File: src/rtl/kbd_pkg.sv
package kbd_pkg;
    typedef enum logic [1:0] {
        DB_IDLE = 2'd0,
        DB_PEND = 2'd1,
        DB_HELD = 2'd2
    } db_state_e;

    localparam int RD_W = 8;
endpackage

File: src/rtl/kbd_scanner.sv
module kbd_scanner #(
    parameter  int ROWS  = 8,
    parameter  int COLS  = 8,
    parameter  int DWELL = 4,
    localparam int RW    = $clog2(ROWS),
    localparam int CW    = $clog2(COLS),
    localparam int KW    = RW + CW,
    localparam int DW    = $clog2(DWELL)
) (
    input  logic            clk,
    input  logic            rst_n,
    input  logic [COLS-1:0] col_in,
    output logic [ROWS-1:0] row_drv,
    output logic            scan_end,
    output logic            cand_valid,
    output logic [KW-1:0]   cand_code
);
    // DWELL must be at least 3 so the two-stage synchronizer settles within a row.
    logic [RW-1:0]   row_idx;
    logic [DW-1:0]   dwell_cnt;
    logic [COLS-1:0] col_s1, col_s2;
    logic            acc_valid;
    logic [KW-1:0]   acc_code;
    logic            sample;
    logic            row_hit;
    logic [CW-1:0]   row_col;

    assign sample   = (dwell_cnt == DW'(DWELL - 1));
    assign scan_end = sample && (row_idx == RW'(ROWS - 1));

    // lowest closed column in the row being sampled
    always_comb begin
        row_hit = 1'b0;
        row_col = '0;
        for (int c = COLS - 1; c >= 0; c--) begin
            if (col_s2[c]) begin
                row_hit = 1'b1;
                row_col = CW'(c);
            end
        end
    end

    // earlier rows win; within a row the lowest column wins
    always_comb begin
        cand_valid = acc_valid || (sample && row_hit);
        cand_code  = acc_valid ? acc_code : {row_idx, row_col};
    end

    always_comb begin
        row_drv          = '0;
        row_drv[row_idx] = 1'b1;
    end

    always_ff @(posedge clk) begin
        if (!rst_n) begin
            row_idx   <= '0;
            dwell_cnt <= '0;
            col_s1    <= '0;
            col_s2    <= '0;
            acc_valid <= 1'b0;
            acc_code  <= '0;
        end else begin
            col_s1 <= col_in;
            col_s2 <= col_s1;
            if (sample) begin
                dwell_cnt <= '0;
                row_idx   <= scan_end ? '0 : row_idx + 1'b1;
                if (scan_end) begin
                    acc_valid <= 1'b0;
                end else begin
                    acc_valid <= cand_valid;
                    acc_code  <= cand_code;
                end
            end else begin
                dwell_cnt <= dwell_cnt + 1'b1;
            end
        end
    end
endmodule

File: src/rtl/kbd_debounce.sv
module kbd_debounce
    import kbd_pkg::*;
#(
    parameter int KW = 6
) (
    input  logic          clk,
    input  logic          rst_n,
    input  logic          scan_end,
    input  logic          cand_valid,
    input  logic [KW-1:0] cand_code,
    output logic          push,
    output logic [KW-1:0] push_code
);
    db_state_e     state, nxt;
    logic [KW-1:0] pend_code;
    logic          same_key;

    assign same_key = cand_valid && (cand_code == pend_code);

    always_comb begin
        nxt = state;
        if (scan_end) begin
            unique case (state)
                DB_IDLE: nxt = cand_valid ? DB_PEND : DB_IDLE;
                DB_PEND: nxt = same_key ? DB_HELD : (cand_valid ? DB_PEND : DB_IDLE);
                DB_HELD: nxt = same_key ? DB_HELD : (cand_valid ? DB_PEND : DB_IDLE);
                default: nxt = DB_IDLE;
            endcase
        end
    end

    // state register
    always_ff @(posedge clk) begin
        if (!rst_n) begin
            state     <= DB_IDLE;
            pend_code <= '0;
        end else begin
            state <= nxt;
            if (scan_end && cand_valid) pend_code <= cand_code;
        end
    end

    // outputs
    always_ff @(posedge clk) begin
        if (!rst_n) begin
            push      <= 1'b0;
            push_code <= '0;
        end else begin
            push      <= scan_end && (state == DB_PEND) && same_key;
            push_code <= pend_code;
        end
    end
endmodule

File: src/rtl/kbd_fifo.sv
module kbd_fifo #(
    parameter  int DEPTH = 8,
    parameter  int WIDTH = 6,
    localparam int PW    = (DEPTH > 1) ? $clog2(DEPTH) : 1,
    localparam int CNTW  = $clog2(DEPTH + 1)
) (
    input  logic            clk,
    input  logic            rst_n,
    input  logic            push,
    input  logic [WIDTH-1:0] push_data,
    input  logic            pop,
    input  logic            clr_ovr,
    output logic [WIDTH-1:0] head,
    output logic [CNTW-1:0] count,
    output logic            ovr
);
    logic [WIDTH-1:0] mem [DEPTH];
    logic [PW-1:0]    wr_ptr, rd_ptr;
    logic             pop_ok, push_ok;

    assign pop_ok  = pop && (count != '0);
    assign push_ok = push && ((count != CNTW'(DEPTH)) || pop_ok);
    assign head    = mem[rd_ptr];

    always_ff @(posedge clk) begin
        if (push_ok) mem[wr_ptr] <= push_data;
    end

    always_ff @(posedge clk) begin
        if (!rst_n) begin
            wr_ptr <= '0;
            rd_ptr <= '0;
            count  <= '0;
            ovr    <= 1'b0;
        end else begin
            if (push_ok) wr_ptr <= (wr_ptr == PW'(DEPTH - 1)) ? '0 : wr_ptr + 1'b1;
            if (pop_ok)  rd_ptr <= (rd_ptr == PW'(DEPTH - 1)) ? '0 : rd_ptr + 1'b1;
            unique case ({push_ok, pop_ok})
                2'b10:   count <= count + 1'b1;
                2'b01:   count <= count - 1'b1;
                default: count <= count;
            endcase
            if (push && !push_ok) ovr <= 1'b1;
            else if (clr_ovr)     ovr <= 1'b0;
        end
    end
endmodule

File: src/rtl/kbd_scan_fifo.sv
module kbd_scan_fifo #(
    parameter  int ROWS  = 8,
    parameter  int COLS  = 8,
    parameter  int DWELL = 4,
    parameter  int DEPTH = 8,
    localparam int KW    = $clog2(ROWS) + $clog2(COLS),
    localparam int CNTW  = $clog2(DEPTH + 1)
) (
    input  logic            clk,
    input  logic            rst_n,
    output logic [ROWS-1:0] row_drv,
    input  logic [COLS-1:0] col_in,
    input  logic            rd_en,
    input  logic            rd_sel,
    output logic [7:0]      rd_data,
    input  logic            clr_ovr,
    output logic            irq
);
    logic            scan_end, cand_valid;
    logic [KW-1:0]   cand_code;
    logic            db_push;
    logic [KW-1:0]   db_code;
    logic [KW-1:0]   fifo_head;
    logic [CNTW-1:0] fifo_cnt;
    logic            fifo_ovr;
    logic            fifo_pop;

    assign fifo_pop = rd_en && !rd_sel;
    assign irq      = (fifo_cnt != '0);

    kbd_scanner #(.ROWS(ROWS), .COLS(COLS), .DWELL(DWELL)) u_scan (
        .clk        (clk),
        .rst_n      (rst_n),
        .col_in     (col_in),
        .row_drv    (row_drv),
        .scan_end   (scan_end),
        .cand_valid (cand_valid),
        .cand_code  (cand_code)
    );

    kbd_debounce #(.KW(KW)) u_deb (
        .clk        (clk),
        .rst_n      (rst_n),
        .scan_end   (scan_end),
        .cand_valid (cand_valid),
        .cand_code  (cand_code),
        .push       (db_push),
        .push_code  (db_code)
    );

    kbd_fifo #(.DEPTH(DEPTH), .WIDTH(KW)) u_fifo (
        .clk       (clk),
        .rst_n     (rst_n),
        .push      (db_push),
        .push_data (db_code),
        .pop       (fifo_pop),
        .clr_ovr   (clr_ovr),
        .head      (fifo_head),
        .count     (fifo_cnt),
        .ovr       (fifo_ovr)
    );

    always_comb begin
        rd_data = '0;
        if (rd_sel) begin
            rd_data[7]        = fifo_ovr;
            rd_data[CNTW-1:0] = fifo_cnt;
        end else if (fifo_cnt != '0) begin
            rd_data[KW-1:0] = fifo_head;
        end
    end
endmodule

File: config.mk
export PLATFORM = sky130hd
export DESIGN_NAME = kbd_scan_fifo
export DESIGN_NICKNAME = d
export VERILOG_FILES = /design/src/rtl/kbd_pkg.sv /design/src/rtl/kbd_scanner.sv /design/src/rtl/kbd_debounce.sv /design/src/rtl/kbd_fifo.sv /design/src/rtl/kbd_scan_fifo.sv
export SDC_FILE = /design/constraint.sdc
export NUM_CORES = 1
export LEC_CHECK = 0
export ABC_CLOCK_PERIOD_IN_PS = 4200
export CORE_MARGIN = 10
export CORE_UTILIZATION = 40
export CTS_CLUSTER_DIAMETER = 150
export DETAILED_ROUTE_END_ITERATION = 10
export DONT_BUFFER_PORTS = 1
export GPL_ROUTABILITY_DRIVEN = 1
export SLEW_MARGIN = 10
export SYNTH_ARGS = -nofsm -noshare
export SYNTH_HDL_FRONTEND = slang
export SYNTH_SLANG_ARGS = --single-unit
File: constraint.sdc
create_clock -name clk -period 4.2 [get_ports clk]
set_clock_uncertainty 0.1 [all_clocks]
set_input_delay 0.63 -clock clk [delete_from_list [all_inputs] [get_ports clk]]
set_output_delay 0.63 -clock clk [all_outputs]
set_load 0.01 [all_outputs]
# == After elaboration in Yosys (flattened, before gate mapping) ==
# Memories as Yosys holds them, arrays and structs flattened. A register that Yosys moved wholly into a read port is not among the register bits.
# Cells that the tools add are included.
# totals
regBits,54
ram_bits,48
n_memories,1
out_inout_bits,17
# mem_list
memory,words,word_bits,rd,rd_clocked_by_memory_dff,wr,line_no,rtl
u_fifo.mem,8,6,1,1,1,kbd_fifo.sv:17,logic [WIDTH-1:0] mem [DEPTH];
# op_classes
n_reduce_logical,22
bitwise,2
muxes,37
magnitude_cmp,2
add_sub_neg,6
n_eq_ne,10
# ops
op,n
two-way mux 3 bit,13
two-way mux 1 bit,16
two-way mux 6 bit,2
logical AND 1 bit,11
"adder 3 x 1 -> 3 bit, second input constant",3
"== test 3 bit, second input constant",3
one-hot mux 4 bit (2 select lines),1
"== test 2 bit, second input constant",3
== test 6 bit,1
"adder 4 x 1 -> 4 bit, second input constant",1
"== test 2 x 1 -> 1 bit, second input constant",2
"< comparator 3 x 4 -> 1 bit, second input constant",1
two-way mux 2 bit,2
two-way mux 4 bit,1
"inequality test 4 bit, second input constant",1
one-hot mux 2 bit (2 select lines),1
nonzero test 2 bit,2
nonzero test 4 bit,1
OR reduction 2 bit,2
"subtractor 4 x 1 -> 4 bit, second input constant",1
demux 1 bit (select 3 bit),1
"greater-or-equal comparator 3 x 1 -> 1 bit, second input constant",1
"adder 2 x 1 -> 2 bit, second input constant",1
logical NOT 1 bit,2
other kinds (4),6

# == Logic depth before layout (Yosys ltp) ==
# Gate-level depths: netlist (run 1).
# depth
depth_word,13
mapped_depth,11
depth_no_buf,11

# == By module ==
# From an unflattened synthesis (run 1), not the netlist that was laid out.
# hier_totals
hier_cells,348
hier_area_um2,4534.3
# modules_own_cells
module,cells_per_inst,seq_area_each_um2,area_per_inst_um2,instances
kbd_fifo,149,1721.7,2567.5,1
kbd_scanner,115,560.5,1203.7,1
kbd_debounce,67,300.3,639.4,1
kbd_scan_fifo,17,0.0,123.9,1

# == Worst setup path before layout (run 1) ==
# Ideal clock, no wire load.
# synth_path
path_type,register to register
from,reg u_fifo.count[1]
to,reg u_fifo.count[3]
setup_time_ns,0.115
path_stages_with_launch,12
setup_slack_ns,1.541
t_arrival_ns,2.444
path_cell_list,dfxtp_1 -> nor4_1 -> inv_1 -> nand2_1 -> nor2_1 -> ha_1 -> a21o_1 -> a21oi_1 -> nor2_1 -> a211oi_1 -> a21oi_1 -> o21a_1
# synth_via
elab_chain_cells,6
# synth_lines
element,line_no,rtl
from (decl),kbd_fifo.sv:14,"output logic [CNTW-1:0] count,"
from (signal assigned),kbd_fifo.sv:39,2'b10: count <= count + 1'b1;
from (signal assigned),kbd_fifo.sv:40,2'b01: count <= count - 1'b1;
from (signal assigned),kbd_fifo.sv:41,default: count <= count;
nonzero test 4 bit (*),-,
via irq,kbd_scan_fifo.sv:17,output logic irq
logical AND 1 bit (*),kbd_fifo.sv:21,assign pop_ok = pop && (count != '0);
logical OR 1 bit,kbd_fifo.sv:22,assign push_ok = push && ((count != CNTW'(DEPTH)) || pop_ok);
logical AND 1 bit,kbd_fifo.sv:22,
== test 2 x 1 -> 1 bit or == test 2 bit (tied branches),kbd_fifo.sv:38,"unique case ({push_ok, pop_ok})"
one-hot mux 4 bit (2 select lines) or nonzero test 2 bit (tied branches),-,
# The timed path passes the listed nets; every way through them passes the cells marked *.
# A chain may end at the register's enable or synchronous reset.

==> metrics.yaml, run 1 <==
num_io_pins: 30
ys_seq_area_frac: 0.586
diodes: 0
crit_type: "register to primary output"
reg2reg_depth: 11
yosys_warnings: 0
gp_congestion: 0.760
dp_cells: 471
synth-edff-count: 48
final_cell_area_um2: 4720
post-route-drc-count: 0
multi_input_area_um2: 1700
hp-start: "rst_n"
fin_cells: 487
worst-endpoint-required_ns: 3.47
num_rows: 38
drive_gt1_frac: 0.112
endpoint: "rd_data[3]"
maxSlewHeadroom: 0.294
io_buffers: 0
clock-root-buffer: "clkbuf_8"
core_um2: 10800
insertion_delay_ns: 0.37
fin_nets: 368
timing.rr.end: "u_fifo.count[3]$_SDFFE_PN0P_"
place_area_um2: 4500
async_flop_share: 0
dp_worst_setup_slack_ns: 1.18
ys_ff_latch: 105
cts.htree.levels: 3
tightestPinTransition_ns: 1.06
die_h_um: 125
cts_tree: "yes"
period_minus_slack_ns: 3.09
grt_first_pass_wirelength_mm: 12.5
drt-initial-drc-count: 169
nFillCells: 998
grt_max_degree: 55
rsz0062_at_grt: "false"
syn2layout_area_growth_pct: 7.13
synth.net_count: 375
drv_cap: 0
ys.flop_type: "dfxtp_1"
use_met2: 0.157
initial_core_util: 0.408
regToRegSetupSlack_ns: 1.15
hpwl_mm: 5.13
clock_sinks: 105
grt_overflow: 0
synth_area_per_cell_um2: 12.6
groute.layer.met1.usage: 0.111
clkTransAtPathRegs_ns: 0.10
cp_max_fo: 12
setup.worst_path.end_class: "primary output"
hold_viol_final: 0
tns_ns: 0
status: "complete, no violations"
synth_area_um2: 4410
setup_ws_ns: 1.11
arrival_ns: 2.36
p_per_area_nw_per_um2: 376
drt_first_pass_iters: 4
cts_made_buffers: 9
reg2reg_from: "u_fifo.count[1]$_SDFFE_PN0P_"
post_cts_buffers: 0
cts-hold-fix-buffers: 0
grt-busiest-layer: "met2"
regArea_um2: 2580
setup_viol: 0
cts_resized: 0
grt_use_total: 0.0953
grt_pass1_vias: 2541
irDropWorstVdd_mv: 0.258
clock_path_buffers: 2
dr_total_vias: 2478
totalWireLength_mm: 7.20
die_area_um2: 15600
maxSlewViolCount: 0
ys_types: 52
routedWlPerCell_um: 14.8
synthCells: 349
cp-start-kind: "register"
hold_path.class: "input port to register"
viasPerCell: 5.09
hold_ws_ns: 0.276
p_leak_nw: 1.89
max_clock_freq_mhz: 323
antenna_left: 0
finalCritPeriodShare: 0.737
antenna_found_initial: 0
fp.dieW_um: 125
grtUsageMet3: 0.0368
## cell type report
class	instances	area share
timing repair buffer	1	0.00159
inverter	10	0.00795
multi-input combinational	215	0.360
clock buffer	10	0.0315
clock inverter	6	0.0151
sequential	105	0.547
tap	140	0.0371
## stage by stage
stage / utilization / total power [mW]
2_1_floorplan: - / 1.16
3_3_place_gp: 0.417 / 1.16
3_5_place_dp: 0.417 / 1.16
4_1_cts: 0.437 / 1.80
5_1_grt: 0.437 / 1.86
6_report: 0.437 / 1.78
## registers in the layout, indices dropped and copies added (netlist names), named ones only
| name | cells |
|---|---|
| u_scan.acc_code | 6 |
| u_deb.push | 1 |
| u_deb.push_code | 6 |
| u_scan.col_s1 | 8 |
| u_fifo.wr_ptr | 3 |
| u_scan.acc_valid | 1 |
| u_deb.pend_code | 6 |
| u_fifo.rd_ptr | 3 |
| u_scan.dwell_cnt | 2 |
| u_scan.row_idx | 3 |
| u_fifo.count | 4 |
| u_deb.state | 2 |
| u_scan.col_s2 | 8 |
| u_fifo.ovr | 1 |
| u_fifo.mem | 48 |
## Yosys cell counts (all sizes together), types with 2 or more instances
library cell | count | area (um^2)
dfxtp | 57 | 1140
edfxtp | 48 | 1440
and2 | 25 | 156
nand2 | 23 | 86.3
nor2 | 19 | 71.3
nor2b | 17 | 106
clkbuf | 15 | 60.1
mux2i | 15 | 150
a21oi | 13 | 68.8
ha | 12 | 150
mux4 | 12 | 270
nor3 | 12 | 71.3
inv | 10 | 37.5
o211a | 10 | 100
nand2b | 5 | 31.3
nor3b | 5 | 37.5
buf | 4 | 28.8
mux2 | 4 | 45.0
nor4 | 4 | 31.3
o21ai | 4 | 23.8
xor2 | 4 | 35.0
a22o | 3 | 26.3
and3b | 3 | 26.3
nand3 | 3 | 15.0
o22ai | 2 | 12.5
xnor2 | 2 | 17.5
## cell usage in the layout (no fill, tap or decap), types with 2 or more instances in the layout
master / instances
inv_8: 2
mux4_2: 12
dfxtp_1: 57
o211a_1: 10
nor2b_1: 17
nor3_1: 11
edfxtp_1: 48
nor3b_1: 5
mux2i_1: 15
inv_1: 10
and3b_1: 3
mux2_2: 4
and2_1: 25
nand2b_1: 5
xor2_1: 4
nand2_1: 23
nor2_1: 19
o22ai_1: 2
ha_1: 12
o21ai_1: 2
a21oi_1: 12
a22o_1: 3
xnor2_1: 2
nor4_1: 3
clkbuf_8: 9
nand3_1: 3
## where the power goes
part / total [mW] / leakage [nW] / switching [mW] / internal [mW]
registers: 1.08 / 1.02 / 0.0115 / 1.07
logic: 0.0541 / 0.765 / 0.0261 / 0.0279
clock network: 0.641 / 0.108 / 0.367 / 0.274
total: 1.78 / 1.89 / 0.405 / 1.37
## logic make-up after synthesis
family | synth area share
adder cells (fa/ha/maj) | 0.0386
AO/OA/AOI/OAI | 0.0787
buffers and inverters | 0.0287
multiplexers | 0.106
flip-flops | 0.586
AND/OR/NAND/NOR | 0.150
XOR/XNOR | 0.0119
other | 0.000851
## worst max-delay path, cell delays in order (launching register included)
cell,delay (ns)
dfxtp_1,0.84
mux4_2,0.62
mux2_2,0.29
o22a_1,0.24
## how the worst min path moves through the flow
stage	end	slack (ns)	cells after the start
after floorplan	u_scan.dwell_cnt[0]$_SDFF_PP0_	0.30	1
after CTS	u_scan.col_s1[6]$_SDFF_PN0_	0.26	1
after global placement	u_scan.dwell_cnt[0]$_SDFF_PP0_	0.32	1
after detailed placement	u_scan.col_s2[5]$_SDFF_PN0_	0.32	1
after global routing	u_scan.col_s2[6]$_SDFF_PN0_	0.25	1
final	u_scan.col_s1[6]$_SDFF_PN0_	0.28	1
## per-layer routing
metal	vias to the layer above	part of all wire
met1	1180	0.45
met4	0	0.017
met3	14	0.053
met5	-	0
li1	1241	-
met2	43	0.48
No activity file was read; power rests on OpenSTA's default activity.
==> inputs of run 2 (changes only) <==
- ABC_CLOCK_PERIOD_IN_PS: 4200 -> 3050
- clock period: 4.2 -> 3.05 ns (I/O delays scaled with it)
==> run 2 against run 1 <==
  * First-iteration DRC count decreased by 31%
  * Non-clock buffer count increased by 9
  * Register-to-register slack got worse by 0.82 ns
  * Routed wire length increased by 3.2%
  * Critical path depth unchanged
  * Total power increased by 31%
  * Die area unchanged
  * Critical path type unchanged
  * Largest cell class unchanged
  * Largest power group unchanged
  * Highest routed layer unchanged
==> metrics.yaml, run 2 (synthesized netlist as in run 1, its figures left out) <==
status: "complete, no violations"
antenna_left: 0
max_clock_freq_mhz: 360
nFillCells: 984
viasPerCell: 5.02
power_switching_uw: 509
grt_pass1_vias: 2503
tightestPinTransition_ns: 0.622
pwr-share-comb: 0.033
diodes: 0
cts.htree.levels: 3
irDropWorstVdd_mv: 0.258
tns_ns: 0
hold_path_depth: 1
gp_congestion: 0.763
dp_cells: 480
initial_core_util: 0.408
cts_tree: "yes"
totalWireLength_mm: 7.42
maxSlewHeadroom: 0.584
die_area_um2: 15600
fin_cells: 496
fp.dieW_um: 125
cts_made_buffers: 9
cp-start-kind: "register"
worst-endpoint-required_ns: 2.49
fin_nets: 377
insertion_delay_ns: 0.36
path_cells: "mux4_2 > mux2_2 > a22o_1"
clkTransAtPathRegs_ns: 0.10
clock-root-buffer: "clkbuf_8"
die_h_um: 125
grt_max_degree: 55
rsz0062_at_grt: "false"
regToRegSetupSlack_ns: 0.33
power_frac_seq: 0.638
p_sw_frac: 0.219
timing.rr.end: "u_fifo.count[3]$_SDFFE_PN0P_"
core_um2: 10800
drt-initial-drc-count: 116
maxSlewViolCount: 0
hold_viol_final: 0
clock_sinks: 105
hpwl_mm: 5.27
mostFrequentLayoutCells: "57 x dfxtp_1, 48 x edfxtp_1, 25 x and2_1, 23 x nand2_1, 19 x nor2_1"
p_per_area_nw_per_um2: 491
reg2reg_depth: 11
routedWlPerCell_um: 15.0
largest_reg_flops: 48
arrival_ns: 2.22
hold_path.class: "input port to register"
num_rows: 38
dr_total_vias: 2491
crit_slowest_cell: "dfxtp_1"
reg_top3: "u_fifo.mem x48, u_scan.col_s1 x8, u_scan.col_s2 x8"
post-route-drc-count: 0
setup_viol: 0
syn2layout_area_growth_pct: 7.67
layout_commonest_cell: "dfxtp_1"
regMostFlops: "u_fifo.mem"
post_cts_buffers: 0
grt_first_pass_wirelength_mm: 12.5
power_mw: 2.33
drv_cap: 0
drive_gt1_frac: 0.129
internal_power_mw: 1.82
grt_use_total: 0.0963
num_io_pins: 30
dp_worst_setup_slack_ns: 0.232
clock_power_share: 0.328
antenna_found_initial: 0
grt_overflow: 0
period_minus_slack_ns: 2.78
setup.worst_path.end_class: "primary output"
reg2reg_from: "u_fifo.count[1]$_SDFFE_PN0P_"
crit_type: "register to primary output"
clock_path_buffers: 2
p_leak_nw: 1.92
setup_ws_ns: 0.272
max_stage_delay_ns: 0.73
hp-start: "rst_n"
worstHoldEndpoint: "u_fifo.count[3]$_SDFFE_PN0P_"
cp_max_fo: 10
io_buffers: 0
drt_first_pass_iters: 6
finalCritPeriodShare: 0.911
run 2: worst max-delay path by stage:
stage,from,endpoint,slack (ns),cells after the start
detailed placement,u_fifo.count[1]$_SDFFE_PN0P_,u_fifo.count[3]$_SDFFE_PN0P_,0.23,11
finish,register,rd_data[1],0.27,3
global placement,u_fifo.count[1]$_SDFFE_PN0P_,u_fifo.count[3]$_SDFFE_PN0P_,0.37,11
CTS,register,rd_data[5],0.17,4
floorplan,u_fifo.count[1]$_SDFFE_PN0P_,u_fifo.count[3]$_SDFFE_PN0P_,0.39,11
global route,register,rd_data[5],0.06,4
run 2: power groups by stage:
stage / Sequential, mW / Clock [mW] / Combinational (mW)
global route: 1.49 / 0.856 / 0.0889
detailed placement: 1.52 / 0 / 0.0786
global placement: 1.52 / 0 / 0.0775
floorplan: 1.51 / 0 / 0.0812
finish: 1.49 / 0.765 / 0.0780
CTS: 1.49 / 0.804 / 0.0790
run 2: layout make-up:
cell class | count | area, um^2 | area share
multi-input cells | 215 | 1700 | 0.359
flip-flops and latches | 105 | 2580 | 0.544
repair buffers | 10 | 75.1 | 0.0158
well taps | 140 | 175 | 0.0369
clock inverters | 5 | 41.3 | 0.00870
inverters | 10 | 37.5 | 0.00791
clock buffers | 11 | 131 | 0.0277
run 2: repair_timing:
action	CTS	global route
gates resized for setup	0	1
hold buffers	0	0
endpoints found under the setup margin	0	1
run 2: metal layers:
layer	vias to the layer above	part of all wire	GRT usage
met5	-	0	0
met4	0	0.013	0.0278
met3	9	0.042	0.0334
met2	42	0.49	0.159
met1	1179	0.46	0.116
li1	1261	-	-
run 2: critical path: cells and delay by family (launching register included):
kind | cells | cell delay (ns)
flip-flops | 1 | 0.73
multiplexers | 2 | 0.88
AO/OA/AOI/OAI | 1 | 0.25
run 2: through the flow:
step | hold WS, ns | instance area [um^2] | util
global placement | 0.317 | 4570 | 0.423
CTS | 0.0933 | 4740 | 0.439
global route | 0.0931 | 4740 | 0.440
finish | 0.117 | 4740 | 0.440
floorplan | 0.303 | 4410 | -
detailed placement | 0.317 | 4570 | 0.423
